## src/rtl/excp_pkg.sv

```systemverilog
package excp_pkg;
  localparam int CAUSE_W = 4;

  typedef enum logic [CAUSE_W-1:0] {
    CAUSE_NONE = 4'd0,
    CAUSE_OVF  = 4'd1,
    CAUSE_TLB  = 4'd2,
    CAUSE_MISS = 4'd3
  } cause_e;

  typedef enum logic [1:0] {
    MODE_RUN    = 2'd0,
    MODE_EXL    = 2'd1,
    MODE_REFILL = 2'd2
  } mode_e;
endpackage

```

## src/rtl/excp_add_ovf.sv

```systemverilog
module excp_add_ovf #(
  parameter int XLEN = 32
) (
  input  logic [XLEN-1:0] a_i,
  input  logic [XLEN-1:0] b_i,
  input  logic            trap_i,
  output logic [XLEN-1:0] sum_o,
  output logic            ovf_o
);
  localparam int MSB = XLEN - 1;

  logic same_sign;
  logic sign_flip;

  always_comb begin
    sum_o     = a_i + b_i;
    same_sign = (a_i[MSB] == b_i[MSB]);
    sign_flip = (sum_o[MSB] != a_i[MSB]);
    ovf_o     = trap_i & same_sign & sign_flip;
  end
endmodule

```

## src/rtl/excp_restart_pc.sv

```systemverilog
module excp_restart_pc #(
  parameter int XLEN        = 32,
  parameter int INSTR_BYTES = 4
) (
  input  logic [XLEN-1:0] pc_i,
  input  logic            dslot_i,
  output logic [XLEN-1:0] restart_pc_o
);
  localparam logic [XLEN-1:0] STEP = XLEN'(INSTR_BYTES);

  // a slot instruction restarts at its branch
  always_comb restart_pc_o = dslot_i ? (pc_i - STEP) : pc_i;
endmodule

```

## src/rtl/excp_flush_gen.sv

```systemverilog
module excp_flush_gen #(
  parameter int NSTG = 5
) (
  input  logic [NSTG-1:0] vld_i,
  input  logic            kill_i,
  output logic [NSTG-1:0] vld_o
);
  for (genvar s = 0; s < NSTG; s++) begin : g_stg
    assign vld_o[s] = vld_i[s] & ~kill_i;
  end
endmodule

```

## src/rtl/excp_mode_fsm.sv

```systemverilog
module excp_mode_fsm
  import excp_pkg::*;
#(
  parameter int XLEN = 32
) (
  input  logic               clk_i,
  input  logic               rst_ni,
  input  logic               take_i,
  input  logic               miss_i,
  input  logic               eret_i,
  input  logic               refill_done_i,
  input  logic [XLEN-1:0]    restart_pc_i,
  input  logic [CAUSE_W-1:0] cause_i,
  output mode_e              mode_o,
  output logic [XLEN-1:0]    epc_o,
  output logic [CAUSE_W-1:0] cause_o
);
  mode_e              mode_q;
  logic [XLEN-1:0]    epc_q;
  logic [CAUSE_W-1:0] cause_q;

  always_ff @(posedge clk_i or negedge rst_ni) begin
    if (!rst_ni) begin
      mode_q  <= MODE_RUN;
      epc_q   <= '0;
      cause_q <= '0;
    end else begin
      unique case (mode_q)
        MODE_RUN: if (take_i) begin
          epc_q   <= restart_pc_i;
          cause_q <= cause_i;
          mode_q  <= miss_i ? MODE_REFILL : MODE_EXL;
        end
        MODE_EXL:    if (eret_i)        mode_q <= MODE_RUN;
        MODE_REFILL: if (refill_done_i) mode_q <= MODE_RUN;
        default:                        mode_q <= MODE_RUN;
      endcase
    end
  end

  assign mode_o  = mode_q;
  assign epc_o   = epc_q;
  assign cause_o = cause_q;
endmodule

```

## src/rtl/excp_commit_ctrl.sv

```systemverilog
module excp_commit_ctrl
  import excp_pkg::*;
#(
  parameter int              XLEN        = 32,
  parameter int              NSTG        = 5,
  parameter int              SQ_DEPTH    = 8,
  parameter int              INSTR_BYTES = 4,
  parameter logic [XLEN-1:0] HANDLER_PC  = 32'h0000_0180,
  localparam int             SQ_IW       = $clog2(SQ_DEPTH),
  localparam int             WB          = NSTG - 1
) (
  input  logic               clk_i,
  input  logic               rst_ni,
  input  logic [NSTG-1:0]    stg_vld_i,
  input  logic               wb_exc_i,
  input  logic [CAUSE_W-1:0] wb_cause_i,
  input  logic [XLEN-1:0]    wb_pc_i,
  input  logic               wb_dslot_i,
  input  logic               wb_rf_we_i,
  input  logic               wb_store_i,
  input  logic [SQ_IW-1:0]   wb_sq_idx_i,
  input  logic [XLEN-1:0]    ex_a_i,
  input  logic [XLEN-1:0]    ex_b_i,
  input  logic               ex_trap_add_i,
  input  logic               eret_i,
  input  logic               refill_done_i,
  output logic [XLEN-1:0]    ex_sum_o,
  output logic               ex_ovf_o,
  output logic [NSTG-1:0]    stg_vld_o,
  output logic               rf_we_o,
  output logic               sq_commit_o,
  output logic               sq_cancel_o,
  output logic [SQ_IW-1:0]   sq_idx_o,
  output logic               redirect_o,
  output logic [XLEN-1:0]    redirect_pc_o,
  output logic [XLEN-1:0]    epc_o,
  output logic [CAUSE_W-1:0] cause_o,
  output logic               exl_o,
  output logic               refill_wait_o
);
  mode_e           mode;
  logic            take;
  logic            is_miss;
  logic            kill_all;
  logic [XLEN-1:0] restart_pc;

  excp_add_ovf #(.XLEN(XLEN)) u_add (
    .a_i    (ex_a_i),
    .b_i    (ex_b_i),
    .trap_i (ex_trap_add_i),
    .sum_o  (ex_sum_o),
    .ovf_o  (ex_ovf_o)
  );

  excp_restart_pc #(.XLEN(XLEN), .INSTR_BYTES(INSTR_BYTES)) u_rpc (
    .pc_i         (wb_pc_i),
    .dslot_i      (wb_dslot_i),
    .restart_pc_o (restart_pc)
  );

  // faults only count in run mode; in other modes they come from flushed work
  assign take    = stg_vld_i[WB] & wb_exc_i & (mode == MODE_RUN);
  assign is_miss = (wb_cause_i == CAUSE_MISS);

  excp_mode_fsm #(.XLEN(XLEN)) u_fsm (
    .clk_i         (clk_i),
    .rst_ni        (rst_ni),
    .take_i        (take),
    .miss_i        (is_miss),
    .eret_i        (eret_i),
    .refill_done_i (refill_done_i),
    .restart_pc_i  (restart_pc),
    .cause_i       (wb_cause_i),
    .mode_o        (mode),
    .epc_o         (epc_o),
    .cause_o       (cause_o)
  );

  assign kill_all = take | (mode == MODE_REFILL);

  excp_flush_gen #(.NSTG(NSTG)) u_flush (
    .vld_i  (stg_vld_i),
    .kill_i (kill_all),
    .vld_o  (stg_vld_o)
  );

  assign rf_we_o     = stg_vld_o[WB] & wb_rf_we_i;
  assign sq_commit_o = stg_vld_o[WB] & wb_store_i;
  assign sq_cancel_o = take & wb_store_i;
  assign sq_idx_o    = wb_sq_idx_i;

  assign exl_o         = (mode == MODE_EXL);
  assign refill_wait_o = (mode == MODE_REFILL);

  always_comb begin
    redirect_o    = 1'b0;
    redirect_pc_o = HANDLER_PC;
    if (take && !is_miss) begin
      redirect_o = 1'b1;
    end else if (exl_o && eret_i) begin
      redirect_o    = 1'b1;
      redirect_pc_o = epc_o;
    end else if (refill_wait_o && refill_done_i) begin
      redirect_o    = 1'b1;
      redirect_pc_o = epc_o;
    end
  end
endmodule

```

## config.mk

```make
export PLATFORM = sky130hd
export DESIGN_NAME = excp_commit_ctrl
export DESIGN_NICKNAME = d
export VERILOG_FILES = /design/src/rtl/excp_pkg.sv /design/src/rtl/excp_add_ovf.sv /design/src/rtl/excp_restart_pc.sv /design/src/rtl/excp_flush_gen.sv /design/src/rtl/excp_mode_fsm.sv /design/src/rtl/excp_commit_ctrl.sv
export SDC_FILE = /design/constraint.sdc
export NUM_CORES = 1
export LEC_CHECK = 0
export BUFFER_PORTS_ARGS = -buffer_cell sky130_fd_sc_hd__buf_2
export CELL_PAD_IN_SITES_DETAIL_PLACEMENT = 0
export CELL_PAD_IN_SITES_GLOBAL_PLACEMENT = 1
export CORE_ASPECT_RATIO = 0.7
export CORE_MARGIN = 2
export CORE_UTILIZATION = 33
export CTS_CLUSTER_SIZE = 12
export DETAILED_ROUTE_END_ITERATION = 10
export PLACE_DENSITY_LB_ADDON = 0.1
export SETUP_SLACK_MARGIN = 0.05
export SYNTH_ARGS = -nofsm -noshare
export SYNTH_HDL_FRONTEND = slang
export SYNTH_SLANG_ARGS = --single-unit
export TNS_END_PERCENT = 100
```

## constraint.sdc

```tcl
create_clock -name clk_i -period 3.78 [get_ports clk_i]
set_clock_uncertainty 0.05 [all_clocks]
set_input_delay 0.189 -clock clk_i [delete_from_list [all_inputs] [get_ports clk_i]]
set_output_delay 0.189 -clock clk_i [all_outputs]
set_load 0.02 [all_outputs]
```

==> impl_metrics.tcl, run 1 <==
set metrics [dict create \
    rsz0062_at_grt "no" \
    grt_pass1_wl_mm 20.6 \
    switchingPower_mw 0.872 \
    critPathArrivalTime_ns 2.95 \
    synth_top_area_share 0.235 \
    ys_types 60 \
    drc 0 \
    layout_min_cycle_time_ns 3.19 \
    synth_area_leaders "dfrtp_1 (23%), ha_1 (9.9%), a21oi_1 (9.1%), xnor2_1 (7.1%), nor2_1 (6.1%)" \
    postSynthCellCount 517 \
    clk_latency_ns 0.28 \
    r2r_start "u_fsm.mode_o[1]" \
    grt_pass1_vias 4120 \
    avgRoutedWirePerCell_um 14.8 \
    p_int_mw 1.14 \
    worstPathRequired_ns 3.54 \
    antenna_cells 0 \
    relSlewSlack 0.346 \
    hold_violations 38 \
    async_flop_share 1.00 \
    wl_mm 13.1 \
    synthFlopType "dfrtp_1" \
    synth_area_sq_um 4050 \
    h-tree-depth 2 \
    cap_violations 0 \
    power_frac_seq 0.275 \
    clk_pin_slew_ns 0.06 \
    power_density_nw_per_um2 372 \
    post_cts_resized 0 \
    synth_edf_count 0 \
    cts_buffer_depth 2 \
    syn_nets 667 \
    hold_slack_ns -0.0221 \
    vias_per_cell 4.97 \
    drtIter0Drc 186 \
    cts_setup_buffers 0 \
    fp.coreArea_sq_um 11900 \
    cts_num_sinks 38 \
    p_leak_nw 2.60 \
    p_comb_frac 0.512 \
    ir_drop_uv 197 \
    grt_max_degree 61 \
    ff2ff_setup_slack_ns 1.78 \
    cts_tree "built" \
    overflow 0 \
    clock.fmax_mhz 314 \
    period_share 0.844 \
    vias 4397 \
    fp.dieW_um 136 \
    cts_buffers 5 \
    ios 232 \
    design.die.area_sq_um 13200 \
    hold_class "in2async" \
    initial_core_util 0.342 \
    ant_nets 0 \
    layout-drive-gt1-share 0.354 \
    gp_congestion 0.868 \
    drt-pass1-iter-count 5 \
    cts_root_buffer "clkbuf_16" \
    outcome "complete, but fails checks" \
    reg2reg_to "u_fsm.epc_o[10]" \
    r2r_cells 4 \
    crit_start "ex_a_i[0]" \
    ys_ff_latch 38 \
    port_buffers 225 \
    end_kind "output port" \
    final.setup.tns_ns 0 \
    startpoint_type "input pin" \
    ctsHoldBuffers 0 \
    grt_usage 0.194 \
    finalMaxSlewViolations 0 \
    setup_viol 0 \
    layout.cells.non_filler 884 \
    worst_pin_slew_ns 0.981 \
    n_fill_cell 1259 \
    antenna_found_initial 0 \
    violations "hold timing" \
    path_max_fanout 4 \
    netSwitchingFraction 0.433 \
    dp_cells 876 \
    area.growth.synth_to_final_pct 33.6 \
    power_frac_clock 0.213 \
    seq_area_frac_synth 0.235 \
    avgSynthCellArea_sq_um 7.83 \
    dp_hpwl_mm 10.9 \
    synth_area_leader_cell "dfrtp_1" \
    ys_warn_count 0 \
    die-height_um 96.7 \
    worst-setup-path-type "in2out" \
    nets 876 \
    rows 33 \
]
## layout make-up
type | instances | area [sq um] | share of cell area
Tap cell | 157 | 196 | 0.0363
Multi-Input combinational cell | 444 | 2940 | 0.543
Clock inverter | 1 | 5.00 | 0.000925
Timing Repair Buffer | 227 | 1140 | 0.211
Inverter | 10 | 37.5 | 0.00694
Sequential cell | 38 | 951 | 0.176
Clock buffer | 7 | 143 | 0.0264
## sequential cells by signal, summed over array words and instances, names as in the netlist
signal,cells
u_fsm.cause_o,4
u_fsm.epc_o,32
u_fsm.mode_o,2
## synthesized netlist by cell type, types with 7 or more instances
cell type / count
xor2_1: 24
o21ai_0: 21
xnor2_1: 33
ha_1: 32
mux2_2: 7
inv_1: 10
and2_1: 38
nand3_1: 9
nand2_1: 37
clkbuf_1: 18
a21oi_1: 74
nor3_1: 9
dfrtp_1: 38
a21o_1: 9
o21a_1: 8
nor2_1: 66
## power groups by stage
stage | clock [mW] | combinational (mW) | sequential, mW
floorplan | 0 | 0.566 | 0.655
global placement | 0 | 1.04 | 0.559
detailed placement | 0 | 1.03 | 0.564
CTS | 0.443 | 1.04 | 0.558
global route | 0.465 | 1.12 | 0.569
finish | 0.429 | 1.03 | 0.554
## cell usage in the layout, fill, tap and decap left out, types with 4 or more instances in the layout
master,n
nand4_1,6
mux2_2,7
a31oi_1,6
nor2_1,66
a21o_1,9
a211oi_1,4
nor2b_1,4
nor3_1,8
xnor2_1,33
nand2_1,37
a21oi_1,74
o21bai_1,4
nand2b_1,6
nor4_1,4
clkbuf_16,5
inv_1,10
o21ai_0,21
and2_1,38
xor2_1,24
ha_1,32
nand3_1,9
buf_2,225
dfrtp_1,38
o21a_1,8
## how the worst max path moves through the flow
stage / to / cells past startpoint
2_1_floorplan: ex_sum_o[24] / 9
3_3_place_gp: ex_sum_o[26] / 11
3_5_place_dp: ex_sum_o[26] / 11
4_1_cts: ex_sum_o[26] / 11
5_1_grt: ex_sum_o[24] / 11
6_report: ex_sum_o[26] / 11
## routing by layer
layer | vias to the layer above | track usage | wire length (um)
li1 | 2241 | - | -
met2 | 151 | 0.291 | 5610
met5 | - | 0 | 0
met4 | 0 | 0.0288 | 94
met1 | 1996 | 0.293 | 6540
met3 | 9 | 0.0356 | 859
## per-stage QoR
step | util | setup WS [ns] | power (mW) | area [sq um]
5_1_grt | 0.457 | 0.468 | 2.15 | 5410
6_report | 0.457 | 0.591 | 2.01 | 5410
3_5_place_dp | 0.444 | 0.663 | 1.60 | 5260
4_1_cts | 0.457 | 0.637 | 2.04 | 5410
2_1_floorplan | - | 1.09 | 1.22 | 4050
3_3_place_gp | 0.444 | 0.758 | 1.60 | 5260
## worst max-delay path: stages
cell and delay (ns):
buf_2 0.10, ha_1 0.23, fa_1 0.43, a211oi_1 0.23, o21bai_1 0.16, a211oi_1 0.50
a2111oi_2 0.22, a21bo_2 0.28, a211o_1 0.29, o311ai_1 0.08, buf_2 0.23
## cells by family (layout without fill, tap and decap cells)
group                    count (synthesis)  in the layout  share of synthesized area
AND/OR/NAND/NOR                        201            201                      0.263
AO/OA/AOI/OAI                          145            145                      0.213
XOR/XNOR                                57             57                      0.123
flip-flops                              38             38                      0.235
buffers and inverters                   35            245                     0.0411
adder cells (fa/ha/maj)                 33             33                      0.104
multiplexers                             8              8                     0.0219
(Power assumes the default switching activity.)
==> inputs of run 2 (changes only) <==
--- a/config.mk
+++ b/config.mk
@@ -10,7 +10,7 @@
 export CELL_PAD_IN_SITES_GLOBAL_PLACEMENT = 1
 export CORE_ASPECT_RATIO = 0.7
 export CORE_MARGIN = 2
-export CORE_UTILIZATION = 33
+export CORE_UTILIZATION = 28
 export CTS_CLUSTER_SIZE = 12
 export DETAILED_ROUTE_END_ITERATION = 10
 export PLACE_DENSITY_LB_ADDON = 0.1
==> constraint.sdc (replaced) <==
create_clock -name clk_i -period 2.75 [get_ports clk_i]
set_clock_uncertainty 0.05 [all_clocks]
set_input_delay 0.1375 -clock clk_i [delete_from_list [all_inputs] [get_ports clk_i]]
set_output_delay 0.1375 -clock clk_i [all_outputs]
set_load 0.02 [all_outputs]
==> impl_metrics.tcl, run 2 (same netlist as run 1, synthesis figures left out) <==
set metrics [dict create \
    outcome "finished, final reports clean" \
    rsz0062_at_grt "yes" \
    dpl_worst_slack_ns -0.119 \
    final_common_cell "buf_2" \
    final_core_util 0.409 \
    grt_max_degree 62 \
    relSlewSlack 0.406 \
    slowest_stage "fa_2" \
    grt_pass1_wl_mm 22.0 \
    dp_hpwl_mm 11.3 \
    hold_slack_ns 0.0324 \
    drtIter0Drc 201 \
    ios 232 \
    stdcell_area_sq_um 5730 \
    vias 4580 \
    crit_path_frequent_cell "a211oi_2" \
    ir_drop_uv 259 \
    fp.coreArea_sq_um 14000 \
    hold_violations 0 \
    r2r_cells 4 \
    worstPathRequired_ns 2.56 \
    antenna_found_initial 0 \
    layout_min_cycle_time_ns 2.66 \
    design.die.area_sq_um 15500 \
    initial_core_util 0.289 \
    n_fill_cell 1525 \
    wl_mm 13.7 \
    cts_tree "built" \
    gp_congestion 0.863 \
    path_max_fanout 4 \
    startpoint_type "input pin" \
    setup_viol 0 \
    critPathArrivalTime_ns 2.47 \
    p_leak_nw 2.72 \
    period_share 0.967 \
    clk_pin_slew_ns 0.05 \
    port_buffers 225 \
    cts_root_buffer "clkbuf_16" \
    die-height_um 105 \
    overflow 0 \
    crit_chain "buf_6, ha_4, fa_2, a211oi_2, o21bai_1, a211oi_2, a2111oi_4, a21bo_2, a211o_1, o311ai_2, buf_4" \
    post_dp_cell_area_sq_um 5460 \
    cts_num_sinks 38 \
    avgRoutedWirePerCell_um 14.5 \
    ant_nets 0 \
    grt_pass1_vias 4358 \
    r2r_start "u_fsm.mode_o[1]" \
    crit_start "ex_b_i[0]" \
    largest_reg_flops 32 \
    nets 900 \
    h-tree-depth 2 \
    fp.dieW_um 148 \
    multi_input_area_sq_um 3020 \
    clk_latency_ns 0.27 \
    worst-setup-path-type "in2out" \
    power_density_nw_per_um2 491 \
    worst_pin_slew_ns 0.891 \
    final_cell_mix "buf_2 (219), a21oi_1 (70), nor2_1 (66)" \
    hold_class "in2reg" \
    rows 36 \
    reg2reg_to "u_fsm.epc_o[30]" \
    drt-pass1-iter-count 4 \
    clock.fmax_mhz 376 \
    crit_path_end "ex_sum_o[26]" \
    crit_path_max_incr_delay_ns 0.37 \
    ff2ff_setup_slack_ns 1.17 \
    antenna_cells 0 \
    final.setup.worst_slack_ns 0.0910 \
    area.growth.synth_to_final_pct 41.5 \
    layout-drive-gt1-share 0.389 \
    cts_buffers 5 \
    vias_per_cell 4.87 \
    drc 0 \
    grt_usage 0.172 \
    regArea_sq_um 951 \
    finalMaxSlewViolations 0 \
    cts_buffer_depth 2 \
    end_kind "output port" \
    cap_violations 0 \
]
-- run 2: cell types whose count changed in the layout (fill, tap and decap cells not counted), moves of 2 or more --
cell	delta
buf_2	-6
a211oi_2	+2
buf_6	+2
o21ai_0	-5
a211oi_1	-2
a21oi_1	-4
buf_4	+27
a21oi_2	+4
o21ai_1	+4
-- run 2: per-layer routing --
layer | wire, um | GRT usage
met3 | 1020 | 0.0424
met4 | 60 | 0.0199
met1 | 6910 | 0.258
met5 | 0 | 0
met2 | 5660 | 0.254
-- run 2: worst min-delay path by stage --
stage | from | end | slack (ns) | cells after the start
after floorplan | rst_ni | u_fsm.cause_o[0] | -0.21 | 0
after global placement | wb_sq_idx_i[0] | sq_idx_o[0] | 0.23 | 0
after detailed placement | wb_sq_idx_i[0] | sq_idx_o[0] | 0.23 | 0
after CTS | eret_i | u_fsm.mode_o[0] | 0.04 | 2
after global routing | wb_pc_i[1] | u_fsm.epc_o[1] | 0.05 | 2
final | eret_i | u_fsm.mode_o[0] | 0.03 | 2
-- run 2: critical path, delay by kind of cell --
family,cells,cell delay (ns)
AO/OA/AOI/OAI,7,1.53
adder cells (fa/ha/maj),2,0.52
buffers and inverters,2,0.29
-- run 2: what timing repair did --
action                                  4_1_cts  5_1_grt
endpoints found under the hold margin        38        0
resized for setup                             5       22
pin swaps                                     3       13
buffers inserted                              1        1
hold buffers                                  1        0
endpoints found under the setup margin        8       12
-- run 2: power breakdown --
part | switching (mW) | internal (mW)
combinational | 0.914 | 0.590
clock | 0.211 | 0.332
sequential | 0.0894 | 0.677
-- run 2: stage by stage --
step	setup TNS [ns]	cells	power [mW]
after floorplan	0	517	1.68
after global placement	-0.194	930	2.24
after detailed placement	-0.383	930	2.25
after CTS	0	939	2.82
after global routing	-0.0469	940	3.02
final	0	940	2.81
-- run 2: area by class of cell --
cell class	count	share of cell area
Sequential cell	38	0.166
Tap cell	190	0.0415
Timing Repair Buffer	251	0.235
Clock buffer	7	0.0231
Inverter	10	0.00655
Multi-Input combinational cell	444	0.528
